### config.mk
export PLATFORM = sky130hd
export DESIGN_NAME = pmic_bridge
export DESIGN_NICKNAME = d
export VERILOG_FILES = /design/src/rtl/pmic_bridge_pkg.sv /design/src/rtl/pbr_wqueue.sv /design/src/rtl/pbr_rdcmd.sv /design/src/rtl/pbr_devport.sv /design/src/rtl/pmic_bridge.sv
export SDC_FILE = /design/constraint.sdc
export NUM_CORES = 1
export LEC_CHECK = 0
export ABC_AREA = 1
export BUFFER_PORTS_ARGS = -buffer_cell sky130_fd_sc_hd__buf_2
export CORE_ASPECT_RATIO = 1.5
export CORE_MARGIN = 1
export CORE_UTILIZATION = 29
export CTS_CLUSTER_SIZE = 12
export DETAILED_ROUTE_END_ITERATION = 8
export GPL_TIMING_DRIVEN = 0
export HOLD_SLACK_MARGIN = 0.1
export MAX_ROUTING_LAYER = met4
export PLACE_DENSITY_LB_ADDON = 0.1
export SLEW_MARGIN = 10
export SYNTH_ARGS = -nofsm -noshare
export SYNTH_HDL_FRONTEND = slang
export SYNTH_SLANG_ARGS = --single-unit
export TNS_END_PERCENT = 20
### constraint.sdc
create_clock -name clk -period 3.39 [get_ports clk]
set_input_delay 0.678 -clock clk [delete_from_list [all_inputs] [get_ports clk]]
set_output_delay 0.678 -clock clk [all_outputs]
set_load 0.005 [all_outputs]
### src/rtl/pmic_bridge_pkg.sv
package pmic_bridge_pkg;

   localparam int CMD_W   = 17;
   localparam int VAL_W   = 16;
   localparam int ECHO_W  = 15;

   localparam int REG_RDCMD  = 'h28;
   localparam int REG_RDDATA = 'h2C;
   localparam int REG_QSTAT  = 'h30;

   localparam int QS_FULL_BIT  = 11;
   localparam int QS_EMPTY_BIT = 10;
   localparam int QS_OVF_BIT   = 0;
   localparam int RW_BUSY_BIT  = 31;

   typedef enum logic [1:0] {
      DP_IDLE  = 2'd0,
      DP_WRITE = 2'd1,
      DP_READ  = 2'd2
   } dp_state_e;

   function automatic int dev_aw_f(input int mode);
      return (mode == 0) ? 12 : ((mode == 1) ? 14 : 17);
   endfunction

   function automatic int win_base_f(input int mode);
      return (mode == 2) ? 'h20000 : 'h8000;
   endfunction

endpackage

### src/rtl/pbr_wqueue.sv
module pbr_wqueue #(
   parameter int DEPTH = 8,
   parameter int WIDTH = 28
) (
   input  logic             clk,
   input  logic             rst_n,
   input  logic             push,
   input  logic [WIDTH-1:0] din,
   input  logic             pop,
   output logic [WIDTH-1:0] dout,
   output logic             full,
   output logic             empty,
   output logic             drop
);
   localparam int PTR_W = (DEPTH > 1) ? $clog2(DEPTH) : 1;
   localparam int CNT_W = $clog2(DEPTH + 1);
   localparam logic [PTR_W-1:0] LAST = PTR_W'(DEPTH - 1);
   localparam logic [CNT_W-1:0] CMAX = CNT_W'(DEPTH);

   if (DEPTH < 2) begin : g_bad_depth
      $error("pbr_wqueue: DEPTH must be at least 2");
   end

   logic [WIDTH-1:0] mem [DEPTH];
   logic [PTR_W-1:0] wp, rp, wp_nx, rp_nx;
   logic [CNT_W-1:0] cnt;
   logic             do_push, do_pop;

   assign full    = (cnt == CMAX);
   assign empty   = (cnt == '0);
   assign do_push = push && !full;
   assign do_pop  = pop && !empty;
   assign drop    = push && full;
   assign dout    = mem[rp];

   if ((DEPTH & (DEPTH - 1)) == 0) begin : g_pow2
      assign wp_nx = wp + 1'b1;
      assign rp_nx = rp + 1'b1;
   end else begin : g_wrap
      assign wp_nx = (wp == LAST) ? '0 : wp + 1'b1;
      assign rp_nx = (rp == LAST) ? '0 : rp + 1'b1;
   end

   always_ff @(posedge clk or negedge rst_n) begin
      if (!rst_n) begin
         wp  <= '0;
         rp  <= '0;
         cnt <= '0;
      end else begin
         if (do_push) wp <= wp_nx;
         if (do_pop)  rp <= rp_nx;
         case ({do_push, do_pop})
            2'b10:   cnt <= cnt + 1'b1;
            2'b01:   cnt <= cnt - 1'b1;
            default: cnt <= cnt;
         endcase
      end
   end

   always_ff @(posedge clk) begin
      if (do_push) mem[wp] <= din;
   end

   p_count_bound_r6: assert property (@(posedge clk) disable iff (!rst_n)
      cnt <= CMAX);

   p_no_overflow_r7: assert property (@(posedge clk) disable iff (!rst_n)
      (full && push && !pop) |=> full && (cnt == CMAX));

   p_pop_moves_r10: assert property (@(posedge clk) disable iff (!rst_n)
      (pop && !empty && !push) |=> !full);

endmodule

### src/rtl/pbr_rdcmd.sv
module pbr_rdcmd
   import pmic_bridge_pkg::*;
#(
   parameter int DEV_AW     = 12,
   parameter bit ECHO_SHIFT = 1'b0
) (
   input  logic              clk,
   input  logic              rst_n,
   input  logic              cmd_wr,
   input  logic [CMD_W-1:0]  cmd_val,
   input  logic              rd_launch,
   input  logic              rd_done,
   input  logic [VAL_W-1:0]  rd_val,
   output logic              rd_pend,
   output logic [DEV_AW-1:0] rd_addr,
   output logic [31:0]       rd_word
);
   if (DEV_AW > CMD_W) begin : g_bad_aw
      $error("pbr_rdcmd: DEV_AW exceeds the command width");
   end

   logic              busy;
   logic [CMD_W-1:0]  cmd_q;
   logic [ECHO_W-1:0] echo_q, echo_w;
   logic [VAL_W-1:0]  val_q;
   logic              accept;

   assign accept = cmd_wr && !busy;

   if (ECHO_SHIFT) begin : g_echo_shift
      assign echo_w = cmd_q[ECHO_W+1:2];
   end else begin : g_echo_low
      assign echo_w = cmd_q[ECHO_W-1:0];
   end

   logic unused_cmd;
   assign unused_cmd = ^cmd_q;

   always_ff @(posedge clk or negedge rst_n) begin
      if (!rst_n) begin
         busy    <= 1'b0;
         rd_pend <= 1'b0;
         cmd_q   <= '0;
         echo_q  <= '0;
         val_q   <= '0;
      end else begin
         if (accept) begin
            busy    <= 1'b1;
            rd_pend <= 1'b1;
            cmd_q   <= cmd_val;
         end else begin
            if (rd_launch) rd_pend <= 1'b0;
            if (rd_done) begin
               busy   <= 1'b0;
               val_q  <= rd_val;
               echo_q <= echo_w;
            end
         end
      end
   end

   assign rd_addr = cmd_q[DEV_AW-1:0];
   assign rd_word = {busy, echo_q, val_q};

   p_busy_set_r2: assert property (@(posedge clk) disable iff (!rst_n)
      (cmd_wr && !rd_word[RW_BUSY_BIT]) |=> rd_word[RW_BUSY_BIT]);

   p_busy_clear_r3: assert property (@(posedge clk) disable iff (!rst_n)
      rd_done |=> !rd_word[RW_BUSY_BIT]);

   p_ignore_busy_r9: assert property (@(posedge clk) disable iff (!rst_n)
      (cmd_wr && rd_word[RW_BUSY_BIT]) |=> $stable(rd_addr));

   p_pend_in_busy_r2: assert property (@(posedge clk) disable iff (!rst_n)
      rd_pend |-> rd_word[RW_BUSY_BIT]);

endmodule

### src/rtl/pbr_devport.sv
module pbr_devport
   import pmic_bridge_pkg::*;
#(
   parameter int DEV_AW = 12
) (
   input  logic              clk,
   input  logic              rst_n,
   input  logic              wq_empty,
   input  logic [DEV_AW-1:0] wq_addr,
   input  logic [VAL_W-1:0]  wq_data,
   output logic              wq_pop,
   input  logic              rd_pend,
   input  logic [DEV_AW-1:0] rd_addr,
   output logic              rd_launch,
   output logic              rd_done,
   output logic              dev_req,
   output logic              dev_we,
   output logic [DEV_AW-1:0] dev_addr,
   output logic [VAL_W-1:0]  dev_wdata,
   input  logic              dev_done
);
   dp_state_e st;

   assign wq_pop    = (st == DP_IDLE) && !wq_empty;
   assign rd_launch = (st == DP_IDLE) && wq_empty && rd_pend;
   assign rd_done   = (st == DP_READ) && dev_done;
   assign dev_req   = (st != DP_IDLE);
   assign dev_we    = (st == DP_WRITE);

   always_ff @(posedge clk or negedge rst_n) begin
      if (!rst_n) begin
         st        <= DP_IDLE;
         dev_addr  <= '0;
         dev_wdata <= '0;
      end else begin
         case (st)
            DP_IDLE: begin
               if (!wq_empty) begin
                  st        <= DP_WRITE;
                  dev_addr  <= wq_addr;
                  dev_wdata <= wq_data;
               end else if (rd_pend) begin
                  st       <= DP_READ;
                  dev_addr <= rd_addr;
               end
            end
            default: begin
               if (dev_done) st <= DP_IDLE;
            end
         endcase
      end
   end

   p_hold_r10: assert property (@(posedge clk) disable iff (!rst_n)
      (dev_req && !dev_done) |=> dev_req && $stable(dev_addr)
                                 && $stable(dev_we) && $stable(dev_wdata));

   p_release_r10: assert property (@(posedge clk) disable iff (!rst_n)
      (dev_req && dev_done) |=> !dev_req);

endmodule

### src/rtl/pmic_bridge.sv
module pmic_bridge
   import pmic_bridge_pkg::*;
#(
   parameter int ADDR_MODE  = 0,
   parameter int FIFO_DEPTH = 8,
   parameter int HADDR_W    = 18,
   localparam int DEV_AW    = dev_aw_f(ADDR_MODE)
) (
   input  logic               clk,
   input  logic               rst_n,
   input  logic               hst_wr,
   input  logic [HADDR_W-1:0] hst_addr,
   input  logic [31:0]        hst_wdata,
   output logic [31:0]        hst_rdata,
   output logic               dev_req,
   output logic               dev_we,
   output logic [DEV_AW-1:0]  dev_addr,
   output logic [VAL_W-1:0]   dev_wdata,
   input  logic [VAL_W-1:0]   dev_rdata,
   input  logic               dev_done
);
   localparam int WIN_BASE = win_base_f(ADDR_MODE);
   localparam int WIN_SIZE = 1 << DEV_AW;
   localparam int WIN_END  = WIN_BASE + WIN_SIZE;
   localparam int ENT_W    = DEV_AW + VAL_W;
   localparam bit ECHO_SH  = (ADDR_MODE == 2);
   localparam logic [HADDR_W:0]   WIN_LO = (HADDR_W + 1)'(WIN_BASE);
   localparam logic [HADDR_W:0]   WIN_HI = (HADDR_W + 1)'(WIN_END);
   localparam logic [HADDR_W-1:0] A_CMD  = HADDR_W'(REG_RDCMD);
   localparam logic [HADDR_W-1:0] A_DATA = HADDR_W'(REG_RDDATA);
   localparam logic [HADDR_W-1:0] A_STAT = HADDR_W'(REG_QSTAT);

   if (ADDR_MODE < 0 || ADDR_MODE > 2) begin : g_bad_mode
      $error("pmic_bridge: ADDR_MODE must be 0, 1 or 2");
   end
   if ((WIN_BASE % WIN_SIZE) != 0) begin : g_bad_align
      $error("pmic_bridge: window base must be aligned to its size");
   end
   if ((1 << HADDR_W) < WIN_END) begin : g_bad_haddr
      $error("pmic_bridge: HADDR_W too narrow for the write window");
   end

   logic [HADDR_W:0]  addr_x;
   logic              win_hit, cmd_wr;
   logic [ENT_W-1:0]  wq_din, wq_dout;
   logic              wq_pop, wq_full, wq_empty, wq_drop;
   logic              rd_pend, rd_launch, rd_done;
   logic [DEV_AW-1:0] rd_addr;
   logic [31:0]       rd_word, st_word;
   logic              ovf_q;

   assign addr_x  = {1'b0, hst_addr};
   assign win_hit = hst_wr && (addr_x >= WIN_LO) && (addr_x < WIN_HI);
   assign cmd_wr  = hst_wr && (hst_addr == A_CMD);
   assign wq_din  = {hst_addr[DEV_AW-1:0], hst_wdata[VAL_W-1:0]};

   logic unused_wd;
   assign unused_wd = ^hst_wdata[31:CMD_W];

   pbr_wqueue #(
      .DEPTH (FIFO_DEPTH),
      .WIDTH (ENT_W)
   ) u_wq (
      .clk   (clk),
      .rst_n (rst_n),
      .push  (win_hit),
      .din   (wq_din),
      .pop   (wq_pop),
      .dout  (wq_dout),
      .full  (wq_full),
      .empty (wq_empty),
      .drop  (wq_drop)
   );

   pbr_rdcmd #(
      .DEV_AW     (DEV_AW),
      .ECHO_SHIFT (ECHO_SH)
   ) u_rd (
      .clk       (clk),
      .rst_n     (rst_n),
      .cmd_wr    (cmd_wr),
      .cmd_val   (hst_wdata[CMD_W-1:0]),
      .rd_launch (rd_launch),
      .rd_done   (rd_done),
      .rd_val    (dev_rdata),
      .rd_pend   (rd_pend),
      .rd_addr   (rd_addr),
      .rd_word   (rd_word)
   );

   pbr_devport #(
      .DEV_AW (DEV_AW)
   ) u_dp (
      .clk       (clk),
      .rst_n     (rst_n),
      .wq_empty  (wq_empty),
      .wq_addr   (wq_dout[ENT_W-1:VAL_W]),
      .wq_data   (wq_dout[VAL_W-1:0]),
      .wq_pop    (wq_pop),
      .rd_pend   (rd_pend),
      .rd_addr   (rd_addr),
      .rd_launch (rd_launch),
      .rd_done   (rd_done),
      .dev_req   (dev_req),
      .dev_we    (dev_we),
      .dev_addr  (dev_addr),
      .dev_wdata (dev_wdata),
      .dev_done  (dev_done)
   );

   always_ff @(posedge clk or negedge rst_n) begin
      if (!rst_n)       ovf_q <= 1'b0;
      else if (wq_drop) ovf_q <= 1'b1;
   end

   always_comb begin
      st_word               = '0;
      st_word[QS_FULL_BIT]  = wq_full;
      st_word[QS_EMPTY_BIT] = wq_empty;
      st_word[QS_OVF_BIT]   = ovf_q;
   end

   always_comb begin
      case (hst_addr)
         A_DATA:  hst_rdata = rd_word;
         A_STAT:  hst_rdata = st_word;
         default: hst_rdata = '0;
      endcase
   end

   p_rd_order_r8: assert property (@(posedge clk) disable iff (!rst_n)
      (dev_req && !dev_we && !$past(dev_req)) |-> $past(wq_empty));

   p_ovf_sticky_r7: assert property (@(posedge clk) disable iff (!rst_n)
      ovf_q |=> ovf_q);

   p_drop_flags_r7: assert property (@(posedge clk) disable iff (!rst_n)
      (win_hit && wq_full) |=> ovf_q);

   p_full_empty_r6: assert property (@(posedge clk) disable iff (!rst_n)
      !(wq_full && wq_empty));

endmodule

==> impl_metrics.py, run 1 <==
metrics = {
    "critical_path": {
        "worstSetupEndpointType": "output pin",
        "crit_slowest_cell": "nor2_1",
        "cp.arrival_ns": 2.49,
        "path_buf_inv": 4,
        "crit_required_ns": 2.71,
        "path_cells": "buf_2 > nor2_1 > nand3_1 > nor3_2 > nand3_1 > buf_2 > buf_6 > nor2_1 > buf_2",
        "critPathTopFamily": "simple AND/OR/NAND/NOR gates",
        "slowest_delay_ns": 0.36,
        "criticalPathCategory": "in2out",
        "crit_path_frequent_cell": "buf_2",
        "start_kind": "input pin",
        "path_max_fanout": 10,
    },
    "global_route": {
        "use_met2_pct": 32.1,
        "grt_util_all_layers_pct": 18.1,
        "gr-usage-met1_pct": 21.5,
        "grt_pass1_wl_um": 58700,
        "grt_overflow": 0,
        "grt-busiest-layer": "met2",
        "antenna_found_initial": 1,
        "grt_pass1_vias": 8994,
        "grt_start_max_net_pins": 76,
        "groute.layer.met3.usage_pct": 2.11,
    },
    "final_layout": {
        "final_layout_size_suffix_gt1_share_pct": 15.2,
        "area_growth_pct": 19.5,
        "final_cell_mix": "nand2_1 (267), edfxtp_1 (224), nor2_1 (161)",
        "layout.nets": 1435,
        "final_common_cell": "nand2_1",
        "final_area_mm2": 0.0154,
        "multi_input_area_mm2": 0.00334,
        "register_area_mm2": 0.00895,
        "final.fill_count": 4429,
    },
    "power_and_ir_drop": {
        "power_switching_mw": 4.37,
        "peakVddDrop_mv": 0.394,
        "power_frac_clock_pct": 28.0,
        "p_int_mw": 7.39,
        "power.total_mw": 11.8,
        "leakage_nw": 6.25,
        "power_density_mw_per_mm2": 762,
        "swShare_pct": 37.2,
        "pwr-share-seq_pct": 39.3,
        "combPwrFrac_pct": 32.8,
    },
    "place": {
        "dpl.hpwl_um": 26900,
        "pre_cts_ws_ns": 0.141,
        "gp_congestion": 0.767,
        "numPortBuffers": 115,
        "dpl_cell_area_mm2": 0.0145,
    },
    "yosys": {
        "yosysSeqAreaShare_pct": 69.4,
        "synthCells": 1202,
        "yosys_warnings": 0,
        "ys_ff_latch": 313,
        "synth_area_per_cell_um2": 10.7,
        "synthDistinctLibCells": 29,
        "synth.net_count": 1277,
        "syn-cell-area_mm2": 0.0129,
    },
    "sta": {
        "slew_viol_final": 0,
        "rsz0062_at_grt": "no",
        "worst_slew_pin_slew_ns": 0.869,
        "period_minus_slack_ns": 3.17,
        "fin_crit_sh_pct": 93.5,
        "setup_violations": 0,
        "layout_setup_ws_ns": 0.220,
        "tns_ns": 0,
        "skew_ns": 0.0211,
        "slew_headroom_pct": 42.0,
        "whs_ns": 0.304,
        "hold_viol_final": 0,
        "fmax_ghz": 0.315,
    },
    "floorplanning": {
        "initial_core_util_pct": 29.4,
        "ios": 132,
        "rows": 94,
        "die_x_um": 174,
        "fp.dieArea_mm2": 0.0454,
        "coreArea_mm2": 0.0439,
        "fp.dieH_um": 260,
    },
    "routing": {
        "vias": 8977,
        "first_pass_iters": 5,
        "routed_wl_um": 39500,
        "routedWlPerCell_um": 20.1,
        "post_drt_via_cell_ratio": 4.58,
        "ant_nets": 0,
        "dr.first_iter.drc_count": 554,
        "drc_errors": 0,
    },
    "cts": {
        "cts_made_buffers": 31,
        "htreeDepth": 1,
        "cts.clk_slew.worst_paths_ns": 0.06,
        "post_cts_buffers": 0,
        "ctsResizeCount": 0,
        "clock_latency_ns": 0.58,
        "cts_tree": "built",
        "cts-root-buf": "clkbuf_16",
        "ctsLongestPathBuffers": 3,
        "clock_sinks": 313,
    },
    "flow_run": {
        "max_cap_violations": 0,
    },
    "hold_path": {
        "hold_class": "in2reg",
    },
    "run_status": {
        "status": "finished, final reports clean",
    },
}
==> kinds of logic after synthesis <==
group           synth area share, %
fa+ha+maj                     0.485
simple gates                   18.8
buf+inv                        5.17
compound gates                 5.77
xor+xnor                      0.339
flops                          69.4
==> synth_stat cells, drive strengths merged <==
cell | instances | area, um^2
xor2 | 4 | 35.0
nor2 | 170 | 641
o31ai | 1 | 7.51
edfxtp | 224 | 6730
clkinv | 1 | 3.75
a21oi | 6 | 30.0
nor3 | 1 | 10.0
inv | 97 | 364
o22ai | 1 | 6.26
nand3 | 137 | 703
buf | 36 | 194
ha | 5 | 62.6
nand4 | 6 | 37.5
nand2 | 270 | 1020
clkbuf | 28 | 105
o21ai | 92 | 460
xnor2 | 1 | 8.76
o211ai | 32 | 240
nor3b | 1 | 18.8
dfrtp | 89 | 2230
==> layer usage <==
metal / up-vias / part of all wire, %
met2: 182 / 51
met1: 4376 / 42
met4: 0 / 2.5
met5: - / 0
li1: 4368 / -
met3: 51 / 3.6
==> final timing paths <==
| kind | to | depth (start not counted) | slack [ns] | from |
|---|---|---|---|---|
| max in group asynchronous | u_dp.dev_wdata[4] | 3 | 2.22 | rst_n |
| min reg2reg | ovf_q | 2 | 0.45 | ovf_q |
| max reg2reg | u_wq.cnt[2] | 13 | 0.64 | u_wq.cnt[0] |
| min | u_dp.st[1] | 2 | 0.30 | dev_done |
| min in group asynchronous | u_rd.val_q[8] | 2 | 0.49 | rst_n |
| max | hst_rdata[31] | 9 | 0.22 | hst_addr[7] |
==> power by group through the flow <==
stage / Clock (mW) / Combinational [mW] / Sequential (mW)
final: 3.29 / 3.85 / 4.61
after global routing: 3.50 / 4.32 / 4.66
after CTS: 3.38 / 3.94 / 4.62
after detailed placement: 0 / 3.93 / 4.70
after global placement: 0 / 3.88 / 4.69
after floorplan: 0 / 2.24 / 4.66
==> worst register-to-register path, stage by stage (launching register included) <==
cell      delay [ns]
dfrtp_1         0.43
nor2_1          0.09
nand3_2         0.14
nand2_2         0.12
inv_1           0.12
clkbuf_1        0.65
ha_1            0.35
nand2_1         0.08
inv_1           0.06
nor2_1          0.05
ha_1            0.17
a21oi_1         0.14
xor2_1          0.14
o21ai_0         0.08
==> sequential cells by signal, summed over array words and instances, names as in the netlist, 3 cells and up <==
register and flops:
u_wq.mem 224, u_rd.val_q 16, u_dp.dev_wdata 16, u_rd.cmd_q 15, u_wq.cnt 4, u_wq.wp 3, u_dp.dev_addr 12, u_rd.echo_q 15
u_wq.rp 3
==> stage by stage <==
| step | instances | util [%] |
|---|---|---|
| after floorplan | 1202 | - |
| after global placement | 1893 | 32.4 |
| after detailed placement | 1902 | 33.0 |
| after CTS | 1960 | 35.1 |
| after global routing | 1961 | 35.1 |
| final | 1961 | 35.1 |
==> what timing repair did <==
item	CTS	global route
hold buffers	1	0
endpoints found under the setup margin	0	0
endpoints found under the hold margin	14	0
==> area by class of cell <==
cell class,instances,area share [%]
sequential,313,58.1
multi-input combinational,727,21.7
clock buffer,54,5.79
timing repair buffer,125,5.20
tap,576,4.67
inverter,98,2.39
buffer,64,1.94
clock inverter,3,0.243
antenna,1,0.0162
Note: power is estimated with default switching activity, not from simulation.
==> run 2: changes to the inputs <==
- ABC_AREA: 1 -> default
==> run 2 against run 1 <==
Setup slack better by 0.025 ns. Critical path depth is 1 lower. Sequential power hardly changed. Critical path type unchanged.
==> impl_metrics.py, run 2 <==
metrics = {
    "run_status": {
        "status": "finished, final reports clean",
    },
    "floorplanning": {
        "rows": 91,
        "initial_core_util_pct": 29.6,
        "fp.dieArea_mm2": 0.0428,
        "ios": 132,
        "coreArea_mm2": 0.0412,
        "die_x_um": 169,
        "fp.dieH_um": 253,
    },
    "sta": {
        "skew_ns": 0.00771,
        "fin_crit_sh_pct": 92.8,
        "tns_ns": 0,
        "slew_headroom_pct": 24.1,
        "fmax_ghz": 0.318,
        "rsz0062_at_grt": "no",
        "period_minus_slack_ns": 3.14,
        "hold_viol_final": 0,
        "worst_slew_pin_slew_ns": 1.14,
        "setup_violations": 0,
        "layout_setup_ws_ns": 0.245,
        "slew_viol_final": 0,
    },
    "critical_path": {
        "path_cells": "buf_2 > nor4b_4 > buf_4 > and4_1 > clkbuf_2 > clkbuf_2 > and3_1 > buf_2",
        "reg2reg_slack_ns": 0.28,
        "r2r_end": "u_wq.cnt[2]",
        "crit_required_ns": 2.71,
        "path_buf_inv": 5,
        "crit_slowest_cell": "nor4b_4",
        "slowest_delay_ns": 0.28,
        "critPathTopFamily": "buffers and inverters",
        "r2r_cells": 11,
        "path_max_fanout": 10,
        "worstSetupEndpointType": "output pin",
        "reg2reg_from": "u_dp.st[1]",
        "cp.arrival_ns": 2.47,
        "criticalPathCategory": "in2out",
        "start_kind": "input pin",
    },
    "place": {
        "numPortBuffers": 115,
        "dpl_cell_area_mm2": 0.0138,
        "gp_congestion": 0.721,
        "dp_cells": 1354,
        "dpl.hpwl_um": 23400,
        "pre_cts_ws_ns": -0.830,
    },
    "yosys": {
        "synth_compound_area_share_pct": 2.04,
        "synthDistinctLibCells": 43,
        "yosys.area_share.simple_pct": 5.60,
        "synthMuxAreaShare_pct": 16.2,
        "synth.top_cell.area_share_pct": 55.2,
        "synth.net_count": 736,
        "synth_top_cell_by_area": "edfxtp_1",
        "yosys-top-cells-count": "edfxtp_1 (224), dfrtp_1 (89), mux4_2 (56)",
        "yosys_warnings": 0,
        "async_flop_share_pct": 28.4,
        "synth_edf_count": 224,
        "yosysSeqAreaShare_pct": 73.5,
        "synthCells": 661,
        "synth-adder-area-share_pct": 0.514,
        "syn-cell-area_mm2": 0.0122,
        "ys_ff_latch": 313,
        "synthTopCellsByArea": "edfxtp_1 (55%), dfrtp_1 (18%), mux4_2 (10%)",
        "ys.flop_type": "edfxtp_1",
        "yosys.cell_count.top_type": "edfxtp_1",
        "synth-xor-area-share_pct": 0.647,
        "synth_area_per_cell_um2": 18.4,
        "synth_top_family_by_area": "multiplexers",
    },
    "final_layout": {
        "largest_register_ffs": 224,
        "regMostFlops": "u_wq.mem",
        "final_area_mm2": 0.0149,
        "fin_cells": 1416,
        "final_common_cell": "edfxtp_1",
        "final_layout_size_suffix_gt1_share_pct": 37.1,
        "area_growth_pct": 22.0,
        "reg.largest.list": "u_wq.mem (224), u_dp.dev_wdata (16), u_rd.val_q (16)",
        "layout.nets": 909,
        "final_cell_mix": "edfxtp_1 (224), buf_2 (125), dfrtp_1 (89)",
        "antenna_cells": 0,
    },
    "global_route": {
        "grt_start_max_net_pins": 56,
        "antenna_found_initial": 0,
        "grt_pass1_wl_um": 47900,
        "grt_overflow": 0,
        "grt_pass1_vias": 7135,
        "grt_util_all_layers_pct": 16.2,
    },
    "cts": {
        "ctsLongestPathBuffers": 3,
        "clock_sinks": 313,
        "cts_tree": "built",
        "cts.clk_slew.worst_paths_ns": 0.06,
        "cts-root-buf": "clkbuf_16",
        "cts_made_buffers": 34,
        "clock_latency_ns": 0.51,
        "htreeDepth": 2,
    },
    "hold_path": {
        "hold_class": "in2async",
    },
    "routing": {
        "drc_errors": 0,
        "first_pass_iters": 4,
        "ant_nets": 0,
        "routed_wl_um": 33000,
        "routedWlPerCell_um": 23.3,
        "vias": 6578,
        "dr.first_iter.drc_count": 330,
        "post_drt_via_cell_ratio": 4.65,
    },
    "power_and_ir_drop": {
        "peakVddDrop_mv": 0.263,
        "leakage_nw": 5.58,
        "power_density_mw_per_mm2": 732,
    },
    "flow_run": {
        "max_cap_violations": 0,
    },
}
-- run 2: worst max path at each step --
stage | startpoint | end | slack (ns) | depth (start not counted)
floorplan | hst_addr[17] | u_wq.mem[1][0] | -0.77 | 4
global placement | hst_addr[17] | u_wq.mem[3][24] | -3.42 | 5
detailed placement | hst_addr[0] | hst_rdata[19] | -0.83 | 7
CTS | hst_addr[6] | hst_rdata[19] | 0.001 | 7
global route | hst_addr[11] | hst_rdata[22] | 0.13 | 8
finish | hst_addr[0] | hst_rdata[19] | 0.25 | 8
-- run 2: power by group --
group          leakage [nW]  internal (mW)  total, mW  switching [mW]
logic                  1.95           1.24       2.73            1.49
clock network         0.514           2.08       3.53            1.45
registers              3.13           4.41       4.63           0.222
total                  5.58           7.73       10.9            3.16
-- run 2: final cells by class --
type / instances / area, um^2
flip-flops and latches: 313 / 8950
plain buffers: 35 / 168
clock inverters: 7 / 63.8
inverters: 5 / 18.8
multi-input cells: 308 / 3150
fillers: 3961 / 26400
well taps: 558 / 698
repair buffers: 137 / 835
clock buffers: 53 / 985
-- run 2: through the flow --
step	utilization [%]	total power, mW	hold WS, ns
2_1_floorplan	-	6.45	0.382
3_3_place_gp	32.7	7.43	0.443
3_5_place_dp	33.4	7.50	0.454
4_1_cts	36.0	11.1	0.134
5_1_grt	36.1	11.4	0.165
6_report	36.1	10.9	0.133
-- run 2: layer usage --
metal  GRT usage (%)  routed length (um)  vias to the layer above
met2            29.1               18000                      141
met1            18.4               12900                     3454
met5               -                   0                        -
met3            2.16                1150                       42
li1                -                   -                     2941
met4            5.59                 915                        0
-- run 2: repair_timing --
item                       in CTS  in global routing
buffers inserted                1                  1
resized for setup               8                  2
pin swaps                       2                  1
cloned                          0                  0
setup endpoints to repair      32                 10
hold buffers                    0                  0
hold endpoints to repair        0                  0
-- run 2: kinds of logic (layout without fill, tap and decap cells) --
kind of cell | after synthesis | after routing
flip-flops | 313 | 313
AND/OR/NAND/NOR | 131 | 131
multiplexers | 121 | 121
AO/OA/AOI/OAI | 42 | 42
buffers and inverters | 40 | 237
XOR/XNOR | 9 | 9
adder cells (fa/ha/maj) | 5 | 5
-- run 2: worst reg2reg max path, cell delays in order (launching register included) --
cell and delay, ns:
dfrtp_1 0.41, nor2_1 0.25, inv_1 0.20, nor2_2 0.47, clkbuf_2 0.46, ha_1 0.36
xor2_1 0.12, ha_1 0.20, a21oi_1 0.16, xor2_1 0.17, nor2_1 0.07, xor2_1 0.13
